<file path="src/rtl/gso_pkg.sv">
`timescale 1ns/1ps
package gso_pkg;

  // Run state of the oscillator controller.
  typedef enum logic {
    GSO_IDLE = 1'b0,
    GSO_RUN  = 1'b1
  } gso_state_e;

  // Levels the output pair rests at while stopped.
  localparam logic GSO_IDLE_A = 1'b0;
  localparam logic GSO_IDLE_B = 1'b1;

endpackage

</file>
<file path="src/rtl/gso_gate_sync.sv">
`timescale 1ns/1ps
// Synchronizes the asynchronous active-low gate and flags its edges.
module gso_gate_sync #(
  parameter int STAGES = 2
) (
  input  logic clk,
  input  logic rst_n,
  input  logic gate_n,
  output logic gate_fall,
  output logic gate_rise
);

  localparam int TOP = STAGES - 1;

  logic [STAGES-1:0] sync_q;
  logic [STAGES-1:0] sync_d;
  logic              last_q;
  logic              sync_out;

  // The chain shifts gate_n in at bit 0. Its reset value is the inactive
  // level, so leaving reset is not seen as an edge.
  always_comb begin
    sync_d = {sync_q[STAGES-2:0], gate_n};
  end

  always_ff @(posedge clk or negedge rst_n) begin
    if (!rst_n) begin
      sync_q <= '1;
      last_q <= 1'b1;
    end else begin
      sync_q <= sync_d;
      last_q <= sync_q[TOP];
    end
  end

  assign sync_out  = sync_q[TOP];
  assign gate_fall = last_q & ~sync_out;
  assign gate_rise = ~last_q & sync_out;

endmodule

</file>
<file path="src/rtl/gso_ctrl.sv">
`timescale 1ns/1ps
// Run/stop controller driven by the gate edges.
module gso_ctrl
  import gso_pkg::*;
(
  input  logic clk,
  input  logic rst_n,
  input  logic gate_fall,
  input  logic gate_rise,
  output logic run
);

  gso_state_e state_q;
  gso_state_e state_d;
  logic       state_en;

  always_comb begin
    state_d  = state_q;
    state_en = gate_fall | gate_rise;
    if (gate_fall) begin
      state_d = GSO_RUN;
    end else if (gate_rise) begin
      state_d = GSO_IDLE;
    end
  end

  always_ff @(posedge clk or negedge rst_n) begin
    if (!rst_n) begin
      state_q <= GSO_IDLE;
    end else if (state_en) begin
      state_q <= state_d;
    end
  end

  assign run = (state_q == GSO_RUN);

endmodule

</file>
<file path="src/rtl/gso_phase_cnt.sv">
`timescale 1ns/1ps
// Half-period counter and wave level; restart forces the high phase.
module gso_phase_cnt #(
  parameter int HP_W = 16
) (
  input  logic            clk,
  input  logic            rst_n,
  input  logic            restart,
  input  logic            run,
  input  logic [HP_W-1:0] half_period,
  output logic            level
);

  localparam logic [HP_W-1:0] CNT_ZERO = '0;
  localparam logic [HP_W-1:0] CNT_ONE  = {{(HP_W-1){1'b0}}, 1'b1};

  logic [HP_W-1:0] cnt_q;
  logic [HP_W-1:0] cnt_d;
  logic            level_q;
  logic            level_d;
  logic            upd_en;
  logic [HP_W-1:0] term_c;
  logic            wrap_c;

  // The last count of a half; a setting of 0 gives the same value as 1.
  always_comb begin
    if (half_period == CNT_ZERO) begin
      term_c = CNT_ZERO;
    end else begin
      term_c = half_period - CNT_ONE;
    end
    // The compare uses >=, so a smaller setting made mid-half ends it at once.
    wrap_c = (cnt_q >= term_c);
  end

  always_comb begin
    cnt_d   = cnt_q;
    level_d = level_q;
    upd_en  = restart | run | (cnt_q != CNT_ZERO) | level_q;
    if (restart) begin
      cnt_d   = CNT_ZERO;
      level_d = 1'b1;
    end else if (run) begin
      if (wrap_c) begin
        cnt_d   = CNT_ZERO;
        level_d = ~level_q;
      end else begin
        cnt_d   = cnt_q + CNT_ONE;
      end
    end else begin
      cnt_d   = CNT_ZERO;
      level_d = 1'b0;
    end
  end

  always_ff @(posedge clk or negedge rst_n) begin
    if (!rst_n) begin
      cnt_q   <= CNT_ZERO;
      level_q <= 1'b0;
    end else if (upd_en) begin
      cnt_q   <= cnt_d;
      level_q <= level_d;
    end
  end

  assign level = level_q;

endmodule

</file>
<file path="src/rtl/gso_out_pair.sv">
`timescale 1ns/1ps
// Output pair: both follow the level while running, complementary rest otherwise.
module gso_out_pair
  import gso_pkg::*;
(
  input  logic run,
  input  logic level,
  output logic wave_a,
  output logic wave_b
);

  always_comb begin
    if (run) begin
      wave_a = level;
      wave_b = level;
    end else begin
      wave_a = GSO_IDLE_A;
      wave_b = GSO_IDLE_B;
    end
  end

endmodule

</file>
<file path="src/rtl/gso_osc.sv">
`timescale 1ns/1ps
// Top: gated, phase-restarting square-wave oscillator.
module gso_osc #(
  parameter int HP_W        = 16,
  parameter int SYNC_STAGES = 2
) (
  input  logic            clk,
  input  logic            rst_n,
  input  logic            gate_n,
  input  logic [HP_W-1:0] half_period,
  output logic            wave_a,
  output logic            wave_b
);

  logic rst_meta_q;
  logic rst_sync_q;
  logic rst_n_int;
  logic gate_fall;
  logic gate_rise;
  logic run_q;
  logic level;

  // The reset asserts at once and is released on a clock edge.
  always_ff @(posedge clk or negedge rst_n) begin
    if (!rst_n) begin
      rst_meta_q <= 1'b0;
      rst_sync_q <= 1'b0;
    end else begin
      rst_meta_q <= 1'b1;
      rst_sync_q <= rst_meta_q;
    end
  end

  assign rst_n_int = rst_sync_q;

  gso_gate_sync #(
    .STAGES (SYNC_STAGES)
  ) u_gate_sync (
    .clk       (clk),
    .rst_n     (rst_n_int),
    .gate_n    (gate_n),
    .gate_fall (gate_fall),
    .gate_rise (gate_rise)
  );

  gso_ctrl u_ctrl (
    .clk       (clk),
    .rst_n     (rst_n_int),
    .gate_fall (gate_fall),
    .gate_rise (gate_rise),
    .run       (run_q)
  );

  gso_phase_cnt #(
    .HP_W (HP_W)
  ) u_phase_cnt (
    .clk         (clk),
    .rst_n       (rst_n_int),
    .restart     (gate_fall),
    .run         (run_q),
    .half_period (half_period),
    .level       (level)
  );

  gso_out_pair u_out_pair (
    .run    (run_q),
    .level  (level),
    .wave_a (wave_a),
    .wave_b (wave_b)
  );

endmodule

</file>
<file path="config.mk">
export PLATFORM = sky130hd
export DESIGN_NAME = gso_osc
export DESIGN_NICKNAME = d
export VERILOG_FILES = /design/src/rtl/gso_pkg.sv /design/src/rtl/gso_gate_sync.sv /design/src/rtl/gso_ctrl.sv /design/src/rtl/gso_phase_cnt.sv /design/src/rtl/gso_out_pair.sv /design/src/rtl/gso_osc.sv
export SDC_FILE = /design/constraint.sdc
export NUM_CORES = 1
export LEC_CHECK = 0
export BUFFER_PORTS_ARGS = -buffer_cell sky130_fd_sc_hd__buf_2
export CORE_MARGIN = 2
export CORE_UTILIZATION = 51
export DETAILED_ROUTE_END_ITERATION = 12
export GPL_TIMING_DRIVEN = 0
export PLACE_DENSITY = 0.74
export SYNTH_ARGS = -nofsm -noshare
export SYNTH_HDL_FRONTEND = slang
export SYNTH_SLANG_ARGS = --single-unit
</file>
<file path="constraint.sdc">
create_clock -name clk -period 0.8 [get_ports clk]
set_input_delay 0.2 -clock clk [delete_from_list [all_inputs] [get_ports clk]]
set_output_delay 0.2 -clock clk [all_outputs]
set_load 0.05 [all_outputs]
</file>
# Word-level counts from Yosys, hierarchy flattened
# Cells that the tools add are included.
[classes]
mux = 11
bitwise_logic = 9
eq_ne = 1
n_reduce_logical = 5
n_addsub = 2
order_cmp = 1
[ops]
columns = ["op", "count"]
rows = [
  ["$mux W16", 4],
  ["$add A16 B1 Y16 const B", 1],
  ["$ge A16 B16 Y1", 1],
  ["$logic_not A16 Y1", 1],
  ["$reduce_bool A16 Y1", 1],
  ["$sub A16 B1 Y16 const B", 1],
  ["$mux W1", 7],
  ["$or A1 B1 Y1", 4],
  ["$reduce_and A2 Y1", 2],
  ["$ne A3 B1 Y1 const B", 1],
  ["$not A1 Y1", 3],
  ["$and A1 B1 Y1", 2],
  ["$reduce_bool A2 Y1", 1],
]
[word_totals]
out_inout_bits = 2
elab_cells = 36
ff_bits = 23
in_bits = 19

# Longest topological paths before layout
[logic_depth]
depth_word = 6
mapped_depth = 15
depth_no_buf = 13

# By module
# A second synthesis with hierarchy kept.
[unflattened]
hier_cells = 203
area_unflattened_um2 = 1762.9
[modules_own_cells]
columns = ["mod", "seq_area_each_um2", "cells_per_inst", "area_per_inst_um2", "instances"]
rows = [
  ["gso_phase_cnt", 425.4, 190, 1566.5, 1],
  ["gso_gate_sync", 78.8, 5, 93.8, 1],
  ["gso_osc", 50.0, 3, 53.8, 1],
  ["gso_ctrl", 25.0, 3, 36.3, 1],
  ["gso_out_pair", 0.0, 2, 12.5, 1],
]

# Worst setup path after synthesis
# OpenSTA, ideal clock, no wires.
[synth_timing]
path_kind = "in2reg"
startpoint = "in half_period[9]"
endpoint = "reg u_phase_cnt.cnt_q[10]"
t_arrival_ps = 3485
path_buffers = 2
required_time_ps = 668
setup_time_ps = 132
path_slack_ps = -2817
stages = 15
cell_sequence = "or4_4 > or3_4 > or3_4 > nor2_1 > nand2_1 > clkbuf_1 > nand2_1 > ha_1 > o21a_1 > nor2_1 > o311ai_0 > a211oi_1 > a211oi_1 > clkbuf_1 > nor2_1"
[synth_via]
elab_chain_cells = 6
word_cells_on_any_way = 7
cone_classes = "1 x add/sub; 1 x order compare; 4 x mux; 1 x reduce/logical"
[synth_rtl]
columns = ["item", "line", "source"]
rows = [
  ["from (decl)", "gso_osc.sv:10", "input logic [HP_W-1:0] half_period,"],
  ["$sub A16 B1 Y16 / $logic_not A16 Y1 (equally long branches)", "gso_phase_cnt.sv:30, gso_phase_cnt.sv:27", ""],
  ["$mux W16 *", "gso_phase_cnt.sv:27", "if (half_period == CNT_ZERO) begin"],
  ["$ge A16 B16 Y1 *", "gso_phase_cnt.sv:33", "wrap_c = (cnt_q >= term_c);"],
  ["$mux W16 *", "gso_phase_cnt.sv:44", "if (wrap_c) begin"],
  ["$mux W16 *", "gso_phase_cnt.sv:43", "end else if (run) begin"],
  ["$mux W16 *", "gso_phase_cnt.sv:40", "if (restart) begin"],
  ["to (signal assigned)", "gso_phase_cnt.sv:61", "cnt_q <= cnt_d;"],
  ["to (decl)", "gso_phase_cnt.sv:17", "logic [HP_W-1:0] cnt_q;"],
]
# Every way passes the cells marked *; elsewhere a longest branch is shown, timed or not.
# A chain may end at the register's enable or synchronous reset.

# Final worst setup path
[layout_timing]
startpoint = "in half_period[9]"
endpoint = "reg u_phase_cnt.level_q, in the netlist u_phase_cnt.level"
[layout_via]
elab_chain_cells = 5
word_cells_on_any_way = 6
cone_classes = "1 x add/sub; 1 x order compare; 1 x eq/ne; 1 x mux; 2 x reduce/logical"
[layout_rtl]
columns = ["item", "line", "source"]
rows = [
  ["$sub A16 B1 Y16 / $logic_not A16 Y1 (equally long branches)", "gso_phase_cnt.sv:30, gso_phase_cnt.sv:27", ""],
  ["$mux W16 *", "gso_phase_cnt.sv:27", ""],
  ["$ge A16 B16 Y1 *", "gso_phase_cnt.sv:33", ""],
  ["$ne A3 B1 Y1 (no source line) *", "--", ""],
  ["$reduce_and A2 Y1 (no source line) *", "--", ""],
  ["to (signal assigned)", "gso_phase_cnt.sv:62", "level_q <= level_d;"],
  ["to (decl)", "gso_phase_cnt.sv:19", "logic level_q;"],
]
# Marks and branches as above.

==> metrics.yaml <==
status: "complete, but fails checks"
violations: "negative setup slack"
crit_arrival_ps: 3550
drt_pre_antenna_iters: 4
drc: 0
required_ps: 1020
mappedNetlistNets: 241
max_cap_viol_count: 0
synth_area_per_cell_sq_um: 8.63
highest_layer: "met4"
grt_pass1_wl_microns: 6620
clock_skew_ps: 1.96
start_util_pct: 52.4
numClockSinks: 23
yosysWarnings: 0
crit_slowest_cell: "or4_4"
clockRootBuffer: "clkbuf_4"
antenna_found_initial: 0
cp_common_cell: "or3_4"
ir_worst_vdd_uv: 893
setup_viol: 20
wl_per_cell_microns: 14.1
layout-drive-gt1-share_pct: 35.8
met3_length_microns: 120
fin_nets: 281
rows: 21
diodes: 0
fill_cells: 261
slew_headroom_pct: 44.5
cts.clk_slew.worst_paths_ps: 130
hold_viol_final: 0
synth.most_common_cell: "nor2_1"
ys_types: 34
seq_area_frac_synth_pct: 33.4
vias_per_cell: 5.42
area_delta_synth_final_pct: 35.3
ios: 21
port_buffers: 20
synth_top_cell_area_share_pct: 28.9
grt_max_degree: 22
cts_buffers: 3
pwr-share-seq_pct: 43.0
tightest_slew_ps: 824
rsz0062_at_grt: "true"
overflow: 0
synth_seq_cells: 23
htreeDepth: 1
drt_iter0_markers: 38
synth_commonest_cells: "nor2_1 (32), nand2_1 (24), ha_1 (21)"
ant_nets: 0
powerDensity_nw_per_um2: 1320
fp.coreArea_sq_um: 3310
fin_ws_ps: -2540
tns_ps: -42240
finalCriticalPeriod_ps: 3340
cts_tree: "done"
async_reset_ff_share_pct: 100
synthesis.area_sq_um: 1730
clk_path_buf_depth: 2
drt-met1-wl_microns: 1850
fin_util_pct: 70.9
totalWireLength_microns: 4020
dieArea_sq_um: 3880
vias: 1550
cpPeakStageDelay_ps: 540
report.final.slew_viol_count: 0
fmax_ghz: 0.300
die_w_microns: 62.3
startpoint_type: "input port"
cp_num_cells: 14
post-route-period-util_pct: 417
synth-main-ff-cell: "dfrtp_1"
met2_length_microns: 2040
comb_power_share_pct: 38.9
die-height_microns: 62.3
dp_hpwl_microns: 2610
grt_usage_pct: 20.8
netlist_top_cells_area: "dfrtp_1 (29%), ha_1 (15%), xor2_1 (8.6%), nor2_1 (6.9%), nand2_1 (5.2%)"
critical_path_peak_fanout: 4
critPathCaptureType: "register"
p_leak_nw: 1.07
crit_buf_inv: 3
syn_inst: 201
grt_pass1_vias: 1485
r2r_cells: 8
insertion_delay_ps: 310
clkPwrFrac_pct: 18.1
worst-setup-path-type: "in2reg"
p_sw_share_pct: 34.4
cp_top_family: "simple AND/OR/NAND/NOR gates"
p_total_w: 0.00309
yosysTopAreaCell: "dfrtp_1"
cp_cell_sequence: "buf_6 > or4_4 > or3_4 > or3_4 > or3_4 > nor3b_4 > a21oi_2 > ha_1 > o21ai_1 > o211a_1 > buf_4 > a211oi_2 > buf_4 > mux2_4"
intPower_w: 0.00203
synth-edff-count: 0
p_switching_w: 0.00106
gp_congestion: 0.801
min_path_type: "in2async"
-- kinds of logic (layout without fill, tap and decap cells) --
logic type	after synthesis	count (layout)	synth area share, %
and+or+nand+nor	97	97	27.1
AOI/OAI and AO/OA	21	21	7.72
other	1	1	0.216
buffers and inverters	11	50	2.38
adders and majority gates	21	21	15.2
xor gates and xnor gates	24	24	12.1
DFF	23	23	33.4
muxes	3	3	1.88
-- sequential cells by signal (all words and copies together), names as in the netlist --
signal and count:
u_phase_cnt.cnt_q 16, u_gate_sync.sync_q 2, rst_meta_q 1, rst_n_int 1, u_ctrl.run 1, u_gate_sync.last_q 1, u_phase_cnt.level 1
-- power groups by stage --
stage / clock network (W) / registers (W) / logic, W
2_1_floorplan: 0 / 0.00132 / 0.000559
3_3_place_gp: 0 / 0.00134 / 0.000740
3_5_place_dp: 0 / 0.00135 / 0.000746
4_1_cts: 0.000549 / 0.00133 / 0.00105
5_1_grt: 0.000603 / 0.00135 / 0.00131
6_report: 0.000560 / 0.00133 / 0.00120
-- timing repair --
action / in CTS / in global routing
endpoints found under the setup margin: 41 / 20
buffers inserted: 7 / 5
cloned: 2 / 0
pin swaps: 12 / 9
resized for setup: 40 / 25
endpoints found under the hold margin: 3 / 0
hold buffers: 2 / 0
-- layer usage --
layer / vias to the layer above / global-route usage [%]
met5: - / 0
met4: 0 / 3.06
met3: 2 / 4.17
met2: 17 / 35.7
met1: 755 / 27.8
li1: 776 / -
-- metrics by stage --
step	setup WS (ps)	cells	hold slack (ps)	instance area (sq um)
after global routing	-2660	286	182	2350
after CTS	-2510	282	173	2240
after global placement	-3110	267	-14.0	1940
final	-2540	286	175	2350
after detailed placement	-3130	267	-13.2	1940
after floorplan	-2580	201	-95.6	1780
-- area by class of cell --
cell class	count	area, sq um	share of cell area [%]
buffer	3	32.5	1.39
clock buffer	4	26.3	1.12
inverter	8	30.0	1.28
multi-input combinational	167	1360	58.1
sequential	23	582	24.8
tap	46	57.6	2.45
timing repair buffer	35	254	10.8
-- cell usage in the layout, fill, tap and decap left out, types with 4 or more instances in the layout --
master    Yosys  final
nand2_1      24     20
nor2_1       32     19
dfrtp_1      20     18
xor2_1       17     17
ha_1         21     16
buf_2         0     16
nor2_2        0     10
buf_4         0     10
inv_1         8      7
xnor2_1       7      7
nand4_1       7      7
nand3_1       7      7
nor4_1        6      6
nor3_1        6      6
buf_6         0      5
a21oi_1       7      4
ha_4          0      4
clkbuf_4      0      4
-- worst paths after layout --
kind / startpoint / end / slack [ps]
max: half_period[9] / u_phase_cnt.level / -2540
min: rst_n / rst_n_int / 170
max reg2reg: u_gate_sync.sync_q[1] / u_phase_cnt.level / -1840
min reg2reg: rst_n_int / u_phase_cnt.cnt_q[11] / 230
max in group asynchronous: rst_n_int / u_gate_sync.last_q / 240
min in group clk: u_gate_sync.sync_q[0] / u_gate_sync.sync_q[1] / 360
Power figures use the tool's default switching activity.
